[src/rtl/dct_pkg.sv]
package dct_pkg;
  localparam int CNT_W  = 16;
  localparam int PS_W   = 3;
  localparam int NUM_CH = 2;
  localparam int ADDR_W = 3;

  typedef enum logic [1:0] {
    MODE_CAPTURE = 2'd0,
    MODE_COMPARE = 2'd1,
    MODE_PWM     = 2'd2,
    MODE_OFF     = 2'd3
  } ch_mode_e;

  localparam int ADR_CTRL    = 0;
  localparam int ADR_MOD     = 1;
  localparam int ADR_CNT     = 2;
  localparam int ADR_FLAG    = 3;
  localparam int ADR_CH_BASE = 4;
endpackage

[src/rtl/dct_prescaler.sv]
module dct_prescaler #(
  parameter int PS_W = 3
) (
  input  logic            clk,
  input  logic            rst_n,
  input  logic            src_en,
  input  logic            run,
  input  logic            clr,
  input  logic [PS_W-1:0] sel,
  output logic            tick
);
  localparam int DIV_W = (1 << PS_W) - 1;

  logic [DIV_W-1:0] div_q, div_n, mask;
  logic             step;

  always_comb begin
    mask = ~({DIV_W{1'b1}} << sel);
    step = run & src_en;
    tick = step & ((div_q & mask) == mask);
    div_n = div_q;
    if (clr)       div_n = '0;
    else if (step) div_n = div_q + DIV_W'(1);
  end

  always_ff @(posedge clk or negedge rst_n) begin
    if (!rst_n) div_q <= '0;
    else        div_q <= div_n;
  end
endmodule

[src/rtl/dct_counter.sv]
module dct_counter #(
  parameter int CNT_W = 16
) (
  input  logic             clk,
  input  logic             rst_n,
  input  logic             tick,
  input  logic             clr,
  input  logic             center,
  input  logic [CNT_W-1:0] modulus,
  output logic [CNT_W-1:0] cnt,
  output logic [CNT_W-1:0] top,
  output logic             tc_evt,
  output logic             upd
);
  logic [CNT_W-1:0] cnt_q, cnt_n;
  logic             down_q, down_n;
  logic             upd_q;

  always_comb begin
    top    = (modulus == '0) ? '1 : modulus;
    cnt_n  = cnt_q;
    down_n = down_q;
    tc_evt = 1'b0;
    if (clr) begin
      cnt_n  = '0;
      down_n = 1'b0;
    end else if (tick) begin
      if (!center) begin
        down_n = 1'b0;
        if (cnt_q >= top) begin
          cnt_n  = '0;
          tc_evt = 1'b1;
        end else begin
          cnt_n = cnt_q + CNT_W'(1);
        end
      end else if (!down_q) begin
        if (cnt_q >= top) begin
          down_n = 1'b1;
          cnt_n  = top - CNT_W'(1);
        end else begin
          cnt_n = cnt_q + CNT_W'(1);
        end
      end else begin
        if (cnt_q == '0) begin
          down_n = 1'b0;
          cnt_n  = CNT_W'(1);
          tc_evt = 1'b1;
        end else begin
          cnt_n = cnt_q - CNT_W'(1);
        end
      end
    end
  end

  always_ff @(posedge clk or negedge rst_n) begin
    if (!rst_n) begin
      cnt_q  <= '0;
      down_q <= 1'b0;
      upd_q  <= 1'b0;
    end else begin
      cnt_q  <= cnt_n;
      down_q <= down_n;
      upd_q  <= tick & ~clr;
    end
  end

  assign cnt = cnt_q;
  assign upd = upd_q;
endmodule

[src/rtl/dct_channel.sv]
module dct_channel
  import dct_pkg::*;
#(
  parameter int CNT_W = 16
) (
  input  logic             clk,
  input  logic             rst_n,
  input  logic             cfg_wr,
  input  logic             val_wr,
  input  logic [CNT_W-1:0] wdata,
  input  logic [CNT_W-1:0] cnt,
  input  logic             cnt_upd,
  input  logic             tc_evt,
  input  logic             pin_in,
  output logic             pin_out,
  output logic             event_o,
  output logic [3:0]       cfg_rd,
  output logic [CNT_W-1:0] val_rd
);
  ch_mode_e         mode_q, mode_n;
  logic [1:0]       edge_q, edge_n;
  logic [CNT_W-1:0] act_q, act_n, shd_q, shd_n;
  logic [1:0]       sync_q;
  logic             last_q;
  logic             out_q, out_n;
  logic             rise, fall, cap_hit, match;

  always_comb begin
    rise    = sync_q[1] & ~last_q;
    fall    = ~sync_q[1] & last_q;
    cap_hit = (mode_q == MODE_CAPTURE) & ((edge_q[0] & rise) | (edge_q[1] & fall));
    match   = cnt_upd & (cnt == act_q) &
              ((mode_q == MODE_COMPARE) | (mode_q == MODE_PWM));

    mode_n = mode_q;
    edge_n = edge_q;
    if (cfg_wr) begin
      mode_n = ch_mode_e'(wdata[1:0]);
      edge_n = wdata[3:2];
    end

    act_n = act_q;
    shd_n = shd_q;
    case (mode_q)
      MODE_CAPTURE: if (cap_hit) act_n = cnt;
      MODE_COMPARE: if (val_wr)  act_n = wdata;
      MODE_PWM: begin
        if (val_wr) shd_n = wdata;
        if (tc_evt) act_n = shd_q;
      end
      default: ;
    endcase

    if (cfg_wr) begin
      out_n = 1'b0;
    end else begin
      case (mode_q)
        MODE_COMPARE: out_n = out_q ^ match;
        MODE_PWM:     out_n = (cnt < act_q);
        default:      out_n = 1'b0;
      endcase
    end
  end

  always_ff @(posedge clk or negedge rst_n) begin
    if (!rst_n) begin
      mode_q <= MODE_OFF;
      edge_q <= 2'b00;
      act_q  <= '0;
      shd_q  <= '0;
      sync_q <= 2'b00;
      last_q <= 1'b0;
      out_q  <= 1'b0;
    end else begin
      mode_q <= mode_n;
      edge_q <= edge_n;
      act_q  <= act_n;
      shd_q  <= shd_n;
      sync_q <= {sync_q[0], pin_in};
      last_q <= sync_q[1];
      out_q  <= out_n;
    end
  end

  assign pin_out = out_q;
  assign event_o = cap_hit | match;
  assign cfg_rd  = {edge_q, mode_q};
  assign val_rd  = (mode_q == MODE_PWM) ? shd_q : act_q;
endmodule

[src/rtl/dual_chan_timer.sv]
module dual_chan_timer
  import dct_pkg::*;
#(
  parameter int CNT_W  = dct_pkg::CNT_W,
  parameter int PS_W   = dct_pkg::PS_W,
  parameter int NUM_CH = dct_pkg::NUM_CH,
  parameter int ADDR_W = dct_pkg::ADDR_W
) (
  input  logic              clk,
  input  logic              rst_n,
  input  logic              src_en,
  input  logic [ADDR_W-1:0] bus_addr,
  input  logic              bus_we,
  input  logic [CNT_W-1:0]  bus_wdata,
  output logic [CNT_W-1:0]  bus_rdata,
  input  logic [NUM_CH-1:0] ch_in,
  output logic [NUM_CH-1:0] ch_out,
  output logic [NUM_CH-1:0] irq_ch,
  output logic              irq_tc
);
  localparam int FLAG_W = NUM_CH + 1;
  localparam int CTRL_W = PS_W + 2;

  logic [1:0]        rst_pipe_q;
  logic              rst_sync_n;
  logic [CTRL_W-1:0] ctrl_q, ctrl_n;
  logic [CNT_W-1:0]  modulus_q, modulus_n;
  logic [FLAG_W-1:0] flag_q, flag_n, flag_clr;
  logic [PS_W-1:0]   ps_sel;
  logic              ctl_run, ctl_center;
  logic              wr_ctrl, wr_mod, wr_flag, cnt_clr;
  logic              tick, tc_evt, cnt_upd;
  logic [CNT_W-1:0]  cnt, cnt_top;
  logic [NUM_CH-1:0] ch_ev;
  logic [3:0]        ch_cfg_rd [NUM_CH];
  logic [CNT_W-1:0]  ch_val_rd [NUM_CH];

  always_ff @(posedge clk or negedge rst_n) begin
    if (!rst_n) rst_pipe_q <= 2'b00;
    else        rst_pipe_q <= {rst_pipe_q[0], 1'b1};
  end
  assign rst_sync_n = rst_pipe_q[1];

  always_comb begin
    wr_ctrl  = bus_we & (bus_addr == ADDR_W'(ADR_CTRL));
    wr_mod   = bus_we & (bus_addr == ADDR_W'(ADR_MOD));
    cnt_clr  = bus_we & (bus_addr == ADDR_W'(ADR_CNT));
    wr_flag  = bus_we & (bus_addr == ADDR_W'(ADR_FLAG));
    ps_sel     = ctrl_q[PS_W-1:0];
    ctl_run    = ctrl_q[PS_W];
    ctl_center = ctrl_q[PS_W+1];
    ctrl_n    = wr_ctrl ? bus_wdata[CTRL_W-1:0] : ctrl_q;
    modulus_n = wr_mod ? bus_wdata : modulus_q;
    flag_clr  = wr_flag ? bus_wdata[FLAG_W-1:0] : '0;
    flag_n    = (flag_q & ~flag_clr) | {ch_ev, tc_evt};
  end

  always_ff @(posedge clk or negedge rst_sync_n) begin
    if (!rst_sync_n) begin
      ctrl_q    <= '0;
      modulus_q <= '0;
      flag_q    <= '0;
    end else begin
      ctrl_q    <= ctrl_n;
      modulus_q <= modulus_n;
      flag_q    <= flag_n;
    end
  end

  dct_prescaler #(.PS_W(PS_W)) u_presc (
    .clk    (clk),
    .rst_n  (rst_sync_n),
    .src_en (src_en),
    .run    (ctl_run),
    .clr    (cnt_clr),
    .sel    (ps_sel),
    .tick   (tick)
  );

  dct_counter #(.CNT_W(CNT_W)) u_cnt (
    .clk     (clk),
    .rst_n   (rst_sync_n),
    .tick    (tick),
    .clr     (cnt_clr),
    .center  (ctl_center),
    .modulus (modulus_q),
    .cnt     (cnt),
    .top     (cnt_top),
    .tc_evt  (tc_evt),
    .upd     (cnt_upd)
  );

  for (genvar i = 0; i < NUM_CH; i++) begin : g_ch
    logic cfg_wr_i, val_wr_i;
    assign cfg_wr_i = bus_we & (bus_addr == ADDR_W'(ADR_CH_BASE + 2*i));
    assign val_wr_i = bus_we & (bus_addr == ADDR_W'(ADR_CH_BASE + 2*i + 1));

    dct_channel #(.CNT_W(CNT_W)) u_ch (
      .clk     (clk),
      .rst_n   (rst_sync_n),
      .cfg_wr  (cfg_wr_i),
      .val_wr  (val_wr_i),
      .wdata   (bus_wdata),
      .cnt     (cnt),
      .cnt_upd (cnt_upd),
      .tc_evt  (tc_evt),
      .pin_in  (ch_in[i]),
      .pin_out (ch_out[i]),
      .event_o (ch_ev[i]),
      .cfg_rd  (ch_cfg_rd[i]),
      .val_rd  (ch_val_rd[i])
    );
  end

  always_comb begin
    bus_rdata = '0;
    if (bus_addr == ADDR_W'(ADR_CTRL)) bus_rdata = CNT_W'(ctrl_q);
    if (bus_addr == ADDR_W'(ADR_MOD))  bus_rdata = modulus_q;
    if (bus_addr == ADDR_W'(ADR_CNT))  bus_rdata = cnt;
    if (bus_addr == ADDR_W'(ADR_FLAG)) bus_rdata = CNT_W'(flag_q);
    for (int i = 0; i < NUM_CH; i++) begin
      if (bus_addr == ADDR_W'(ADR_CH_BASE + 2*i))     bus_rdata = CNT_W'(ch_cfg_rd[i]);
      if (bus_addr == ADDR_W'(ADR_CH_BASE + 2*i + 1)) bus_rdata = ch_val_rd[i];
    end
  end

  assign irq_tc = flag_q[0];
  assign irq_ch = flag_q[FLAG_W-1:1];
endmodule

[config.mk]
export PLATFORM = sky130hd
export DESIGN_NAME = dual_chan_timer
export DESIGN_NICKNAME = d
export VERILOG_FILES = /design/src/rtl/dct_pkg.sv /design/src/rtl/dct_prescaler.sv /design/src/rtl/dct_counter.sv /design/src/rtl/dct_channel.sv /design/src/rtl/dual_chan_timer.sv
export SDC_FILE = /design/constraint.sdc
export NUM_CORES = 1
export LEC_CHECK = 0
export BUFFER_PORTS_ARGS = -buffer_cell sky130_fd_sc_hd__buf_2
export CAP_MARGIN = 20
export CORE_MARGIN = 3
export CORE_UTILIZATION = 60
export DETAILED_ROUTE_END_ITERATION = 7
export PLACE_DENSITY = 0.9
export SLEW_MARGIN = 10
export SYNTH_ARGS = -nofsm -noshare
export SYNTH_HDL_FRONTEND = slang
export SYNTH_SLANG_ARGS = --single-unit
[constraint.sdc]
create_clock -name clk -period 7.2 [get_ports clk]
set_clock_uncertainty 0.1 [all_clocks]
set_input_delay 1.08 -clock clk [delete_from_list [all_inputs] [get_ports clk]]
set_output_delay 1.08 -clock clk [all_outputs]
set_load 0.01 [all_outputs]
# After elaboration in Yosys (flattened, before gate mapping)
# Index checks and enable logic that the tools add are counted.
[op_classes]
eq_ne = 20
n_lt_le_gt_ge = 3
reduce_logical = 13
add_sub_neg = 4
shift = 1
mux = 44
bitwise_logic = 43
[op_table]
columns = ["op", "count"]
rows = [
  ["two-way mux 16 bit", 23],
  ["one-hot mux 16 bit (3 select lines)", 2],
  ["equality test 16 bit", 2],
  ["logical NOT 16 bit", 2],
  ["< comparator 16 bit", 2],
  ["subtractor 16 x 1 -> 16 bit (second input constant)", 2],
  ["bitwise AND 1 bit", 25],
  ["adder 16 x 1 -> 16 bit (second input constant)", 1],
  ["greater-or-equal comparator 16 bit", 1],
  ["two-way mux 7 bit", 2],
  ["two-way mux 1 bit", 13],
  ["equality test 3 bit (second input constant)", 4],
  ["!= test 2 x 1 -> 1 bit (second input constant)", 4],
  ["AND reduction 4 bit", 2],
  ["adder 7 x 1 -> 7 bit (second input constant)", 1],
  ["bitwise AND 7 bit", 1],
  ["equality test 7 bit", 1],
  ["inverter 7 bit", 1],
  ["left shift 7 x 3 -> 7 bit (first input constant)", 1],
  ["equality test 3 x 2 -> 1 bit (second input constant)", 2],
  ["OR 1 bit", 6],
  ["nonzero test 3 bit", 2],
  ["two-way mux 5 bit", 1],
  ["inverter 1 bit", 5],
  ["other kinds (14)", 22],
]
[totals]
elab_cells = 150
regBits = 131
out_inout_bits = 21

# Longest topological paths before layout
[logic_depth]
ltp_word = 9
ltp_mapped = 18
ltp_nobuf = 14

# By module
# From an unflattened synthesis, not the netlist that was laid out.
[unflattened]
cells_unflattened = 1058
hier_area_um2 = 9421.5
[modules_own_cells]
columns = ["module", "area_each_um2", "seq_area_each_um2", "instances", "cells_per_inst"]
rows = [
  ["dct_channel", 2398.6, 1003.5, 2, 262],
  ["dct_counter", 2551.2, 450.4, 1, 347],
  ["dual_chan_timer", 1700.4, 650.6, 1, 144],
  ["dct_prescaler", 372.9, 175.2, 1, 43],
]

# Worst setup path after synthesis
# OpenSTA, ideal clock, no wires.
[synth_timing]
kind = "flip-flop to flip-flop"
start = "reg modulus_q[1]"
end = "reg g_ch[1].u_ch.act_q[0]"
setup_slack_ns = 2.814
stages_incl_launch_ff = 17
required_time_ns = 6.975
arrival_time_ns = 4.161
cell_sequence = "dfrtp_1 -> or4_1 -> buf_2 -> nor4_4 -> and2_1 -> clkbuf_1 -> buf_1 -> nor2_1 -> ha_1 -> o21ai_0 -> nand2b_1 -> a211oi_1 -> or4_1 -> o21ai_2 -> o211ai_4 -> a21oi_4 -> mux2_4"
[synth_between]
elab_chain_cells = 9
[synth_rtl]
columns = ["element", "line_no", "source"]
rows = [
  ["start: declaration", "dual_chan_timer.sv:27", "logic [CNT_W-1:0] modulus_q, modulus_n;"],
  ["start signal: assignment", "dual_chan_timer.sv:65", "modulus_q <= modulus_n;"],
  ["logical NOT 16 bit", "dct_counter.sv:20", "top = (modulus == '0) ? '1 : modulus;"],
  ["two-way mux 16 bit (*)", "dct_counter.sv:20", ""],
  ["greater-or-equal comparator 16 bit (*)", "dct_counter.sv:30", "if (cnt_q >= top) begin"],
  ["two-way mux 1 bit (*)", "dct_counter.sv:30", ""],
  ["two-way mux 1 bit (*)", "dct_counter.sv:28", "if (!center) begin"],
  ["two-way mux 1 bit (*)", "dct_counter.sv:27", "end else if (tick) begin"],
  ["two-way mux 1 bit (*)", "dct_counter.sv:24", "if (clr) begin"],
  ["!= test 2 bit (no line) (*)", "-", ""],
  ["AND reduction 4 bit (no line) (*)", "-", ""],
  ["end signal: assignment", "dct_channel.sv:77", "act_q <= act_n;"],
  ["end: declaration", "dct_channel.sv:22", "logic [CNT_W-1:0] act_q, act_n, shd_q, shd_n;"],
]
# Mark *: on every way between the ends. The rest lies on a longest branch, timed or not.
# A chain may end at the register's enable or synchronous reset.

# Worst setup path in the final report
# Same ends and word-level chain as after synthesis.

==> results.cfg <==
[worst_setup_path]
critPathMaxFanout = 29
startpoint_type = flop
r2r-end = g_ch[1].u_ch.act_q[0]
reg2regPathDepth = 14
r2r_start = modulus_q[1]
required_ns = 7.42
worstSetupEndpointType = flop
ff2ff_setup_slack_ns = 1.77
cp.arrival_ns = 5.64
critPathSlowestCell = or4_1
slowest_delay_ns = 0.70
cpMostUsedCell = or4_1
critPathKind = reg2reg
crit_chain = or4_1 > nor4_4 > and2_1 > nor2_1 > ha_1 > o21ai_0 > nand2b_1 > a211oi_1 > or4_1 > o21ai_2 > buf_4 > o211ai_4 > a21oi_4 > mux2_4

[synthesis]
synth_cell_types = 78
yosys.area.top_type_share_pct = 34.1
synthFlopType = dfrtp_1
synth_fp_nets = 1093
post-synth-top-count-cell = dfrtp_1
netlist_instances = 1008
netlist_top_cells_count = dfrtp_1 (127), nand2_1 (93), nor2_1 (75)
synth_seq_cells = 131
synthTopCellsByArea = dfrtp_1 (34%), ha_1 (8.1%), mux2_2 (7.7%)
async_flop_share_pct = 100
ys_warn_count = 0
synth_edf_count = 0
syn-mean-instance-area_um2 = 9.24
yosysTopAreaCell = dfrtp_1
syn_area_mm2 = 0.00932
seq_area_frac_synth_pct = 35.2

[placement]
dp_hpwl_um = 17400
detailedPlace.worstSlack_ns = 1.99
postPlaceCellArea_mm2 = 0.00949
gp_congestion = 0.937
place.detailed.instances = 1168
placement.io_buffers = 45

[finish]
syn2layout_area_growth_pct = 7.82
num-fill-cells = 1095
fin_area_mm2 = 0.0100
drive_gt1_share_pct = 19.4
diodes = 0
stdcell_count = 1200
nets = 1088
final_core_util_pct = 67.6

[pwr]
p_sw_share_pct = 43.9
ir_drop_uv = 228
p_clk_share_pct = 20.3
switchingPower_mw = 1.80
combPwrFrac_pct = 46.4
leakage_nw = 4.43
power_frac_seq_pct = 33.3
power_density_mw_per_mm2 = 407
p_int_mw = 2.30
power.total_mw = 4.09

[floorplan]
io_pins = 46
fp-row-count = 44
fp.dieArea_mm2 = 0.0171
start_util_pct = 62.7
die_y_um = 131
core_area_mm2 = 0.0149
die_x_um = 131

[clock_network]
cts.sinks = 131
cts_buffer_depth = 2
ctsHoldBuffers = 0
clk_latency_ns = 0.44
tritoncts = built
cts_resized = 0
numCtsBuffers = 17
root_buffer = clkbuf_16
htreeDepth = 4
clkTransAtPathRegs_ns = 0.06
postCtsSetupBuffers = 0

[global_routing]
grt_max_degree = 75
grt_pass1_vias = 8293
track_usage_pct = 32.8
antenna_found_initial = 0
grt-ovfl-total = 0
grt_pass1_wl_um = 43900

[run_status]
outcome = finished, final reports clean

[timing]
holdWs_ns = 0.247
rsz0062_at_grt = no
relSlewSlack_pct = 27.5
fin_crit_sh_pct = 75.4
setup_viol = 0
post-route-min-period_ns = 5.43
max_freq_mhz = 184
setup_ws_ns = 1.77
drv_slew = 0
finalSetupTns_ns = 0
tightest_slew_ns = 1.08
hold_viol = 0

[min_path]
hp-start = g_ch[1].u_ch.sync_q[0]
worst_hold_path.endpoint = g_ch[1].u_ch.sync_q[1]
hp-class = reg2reg
min_path_cells = 0

[route]
drt_iter0_drc = 1497
routed_wl_um = 27100
ant_nets = 0
vias = 8512
dr.pass1.iters = 7
wl_per_cell_um = 22.6
vias_per_cell = 7.09
drc = 0

[flow_run]
maxCapViolations = 0
## power groups by stage
| stage | Combinational, mW | Sequential [mW] | Clock, mW |
|---|---|---|---|
| floorplan | 1.51 | 1.16 | 0 |
| global placement | 1.73 | 1.33 | 0 |
| detailed placement | 1.80 | 1.35 | 0 |
| CTS | 1.85 | 1.34 | 0.829 |
| global route | 2.08 | 1.39 | 0.860 |
| finish | 1.90 | 1.36 | 0.832 |
## critical path, delay by kind of cell, from the launching register on
kind | cells | cell delay [ns]
adder cells (fa/ha/maj) | 1 | 0.33
flip-flops | 1 | 0.44
AND/OR/NAND/NOR | 6 | 2.60
multiplexers | 1 | 0.36
buffers and inverters | 1 | 0.34
AO/OA/AOI/OAI | 5 | 1.13
## per-layer routing
| layer | vias up | track usage (%) | routed length [um] |
|---|---|---|---|
| met3 | 141 | 7.97 | 3200 |
| met4 | 0 | 13.1 | 1050 |
| met2 | 656 | 51.7 | 12600 |
| li1 | 3665 | - | - |
| met1 | 4050 | 44.0 | 10200 |
| met5 | - | 0 | 0 |
## placed cells by master (no fill, tap or decap), types with 18 or more instances in the layout
cell / count
dfrtp_1: 126
nand2_1: 93
nor2_1: 75
o21ai_0: 73
mux2_2: 64
ha_1: 60
inv_1: 46
mux2i_1: 46
buf_2: 45
a21oi_1: 36
o211ai_1: 19
a22oi_1: 18
a31o_2: 18
## flip-flops by register name, indices dropped and copies added (netlist names), 3 cells and up
signal            cells
u_presc.div_q         7
g_ch.u_ch.mode_q      4
g_ch.u_ch.act_q      32
flag_q                3
ctrl_q                5
g_ch.u_ch.shd_q      32
u_cnt.cnt            16
modulus_q            16
g_ch.u_ch.sync_q      4
g_ch.u_ch.edge_q      4
## cells by family (layout without fill, tap and decap cells)
family | after synthesis | count (layout) | synth area share, %
other | 1 | 1 | 0.0403
multiplexers | 118 | 118 | 14.5
flip-flops | 131 | 131 | 35.2
adder cells (fa/ha/maj) | 60 | 60 | 8.06
XOR/XNOR | 26 | 26 | 2.44
buffers and inverters | 124 | 132 | 5.67
AND/OR/NAND/NOR | 286 | 286 | 14.9
AO/OA/AOI/OAI | 262 | 262 | 19.2
## final cells by class
type | instances | area [um^2] | share of cell area, %
Clock buffer | 23 | 468 | 4.66
Tap cell | 184 | 230 | 2.29
Multi-Input combinational cell | 753 | 5510 | 54.9
Clock inverter | 9 | 83.8 | 0.835
Inverter | 46 | 173 | 1.72
Timing Repair Buffer | 54 | 293 | 2.92
Sequential cell | 131 | 3290 | 32.7
## worst max-delay path by stage
| stage | startpoint | endpoint | slack (ns) | cells after the start |
|---|---|---|---|---|
| after floorplan | modulus_q[1] | g_ch[1].u_ch.act_q[0] | 2.81 | 16 |
| after global placement | modulus_q[1] | g_ch[1].u_ch.act_q[0] | 2.13 | 14 |
| after detailed placement | modulus_q[1] | g_ch[1].u_ch.act_q[0] | 1.99 | 14 |
| after CTS | modulus_q[1] | g_ch[1].u_ch.act_q[0] | 1.90 | 14 |
| after global routing | modulus_q[1] | g_ch[1].u_ch.act_q[0] | 1.60 | 14 |
| final | modulus_q[1] | g_ch[1].u_ch.act_q[0] | 1.77 | 14 |
Note: power is estimated with default switching activity, not from simulation.
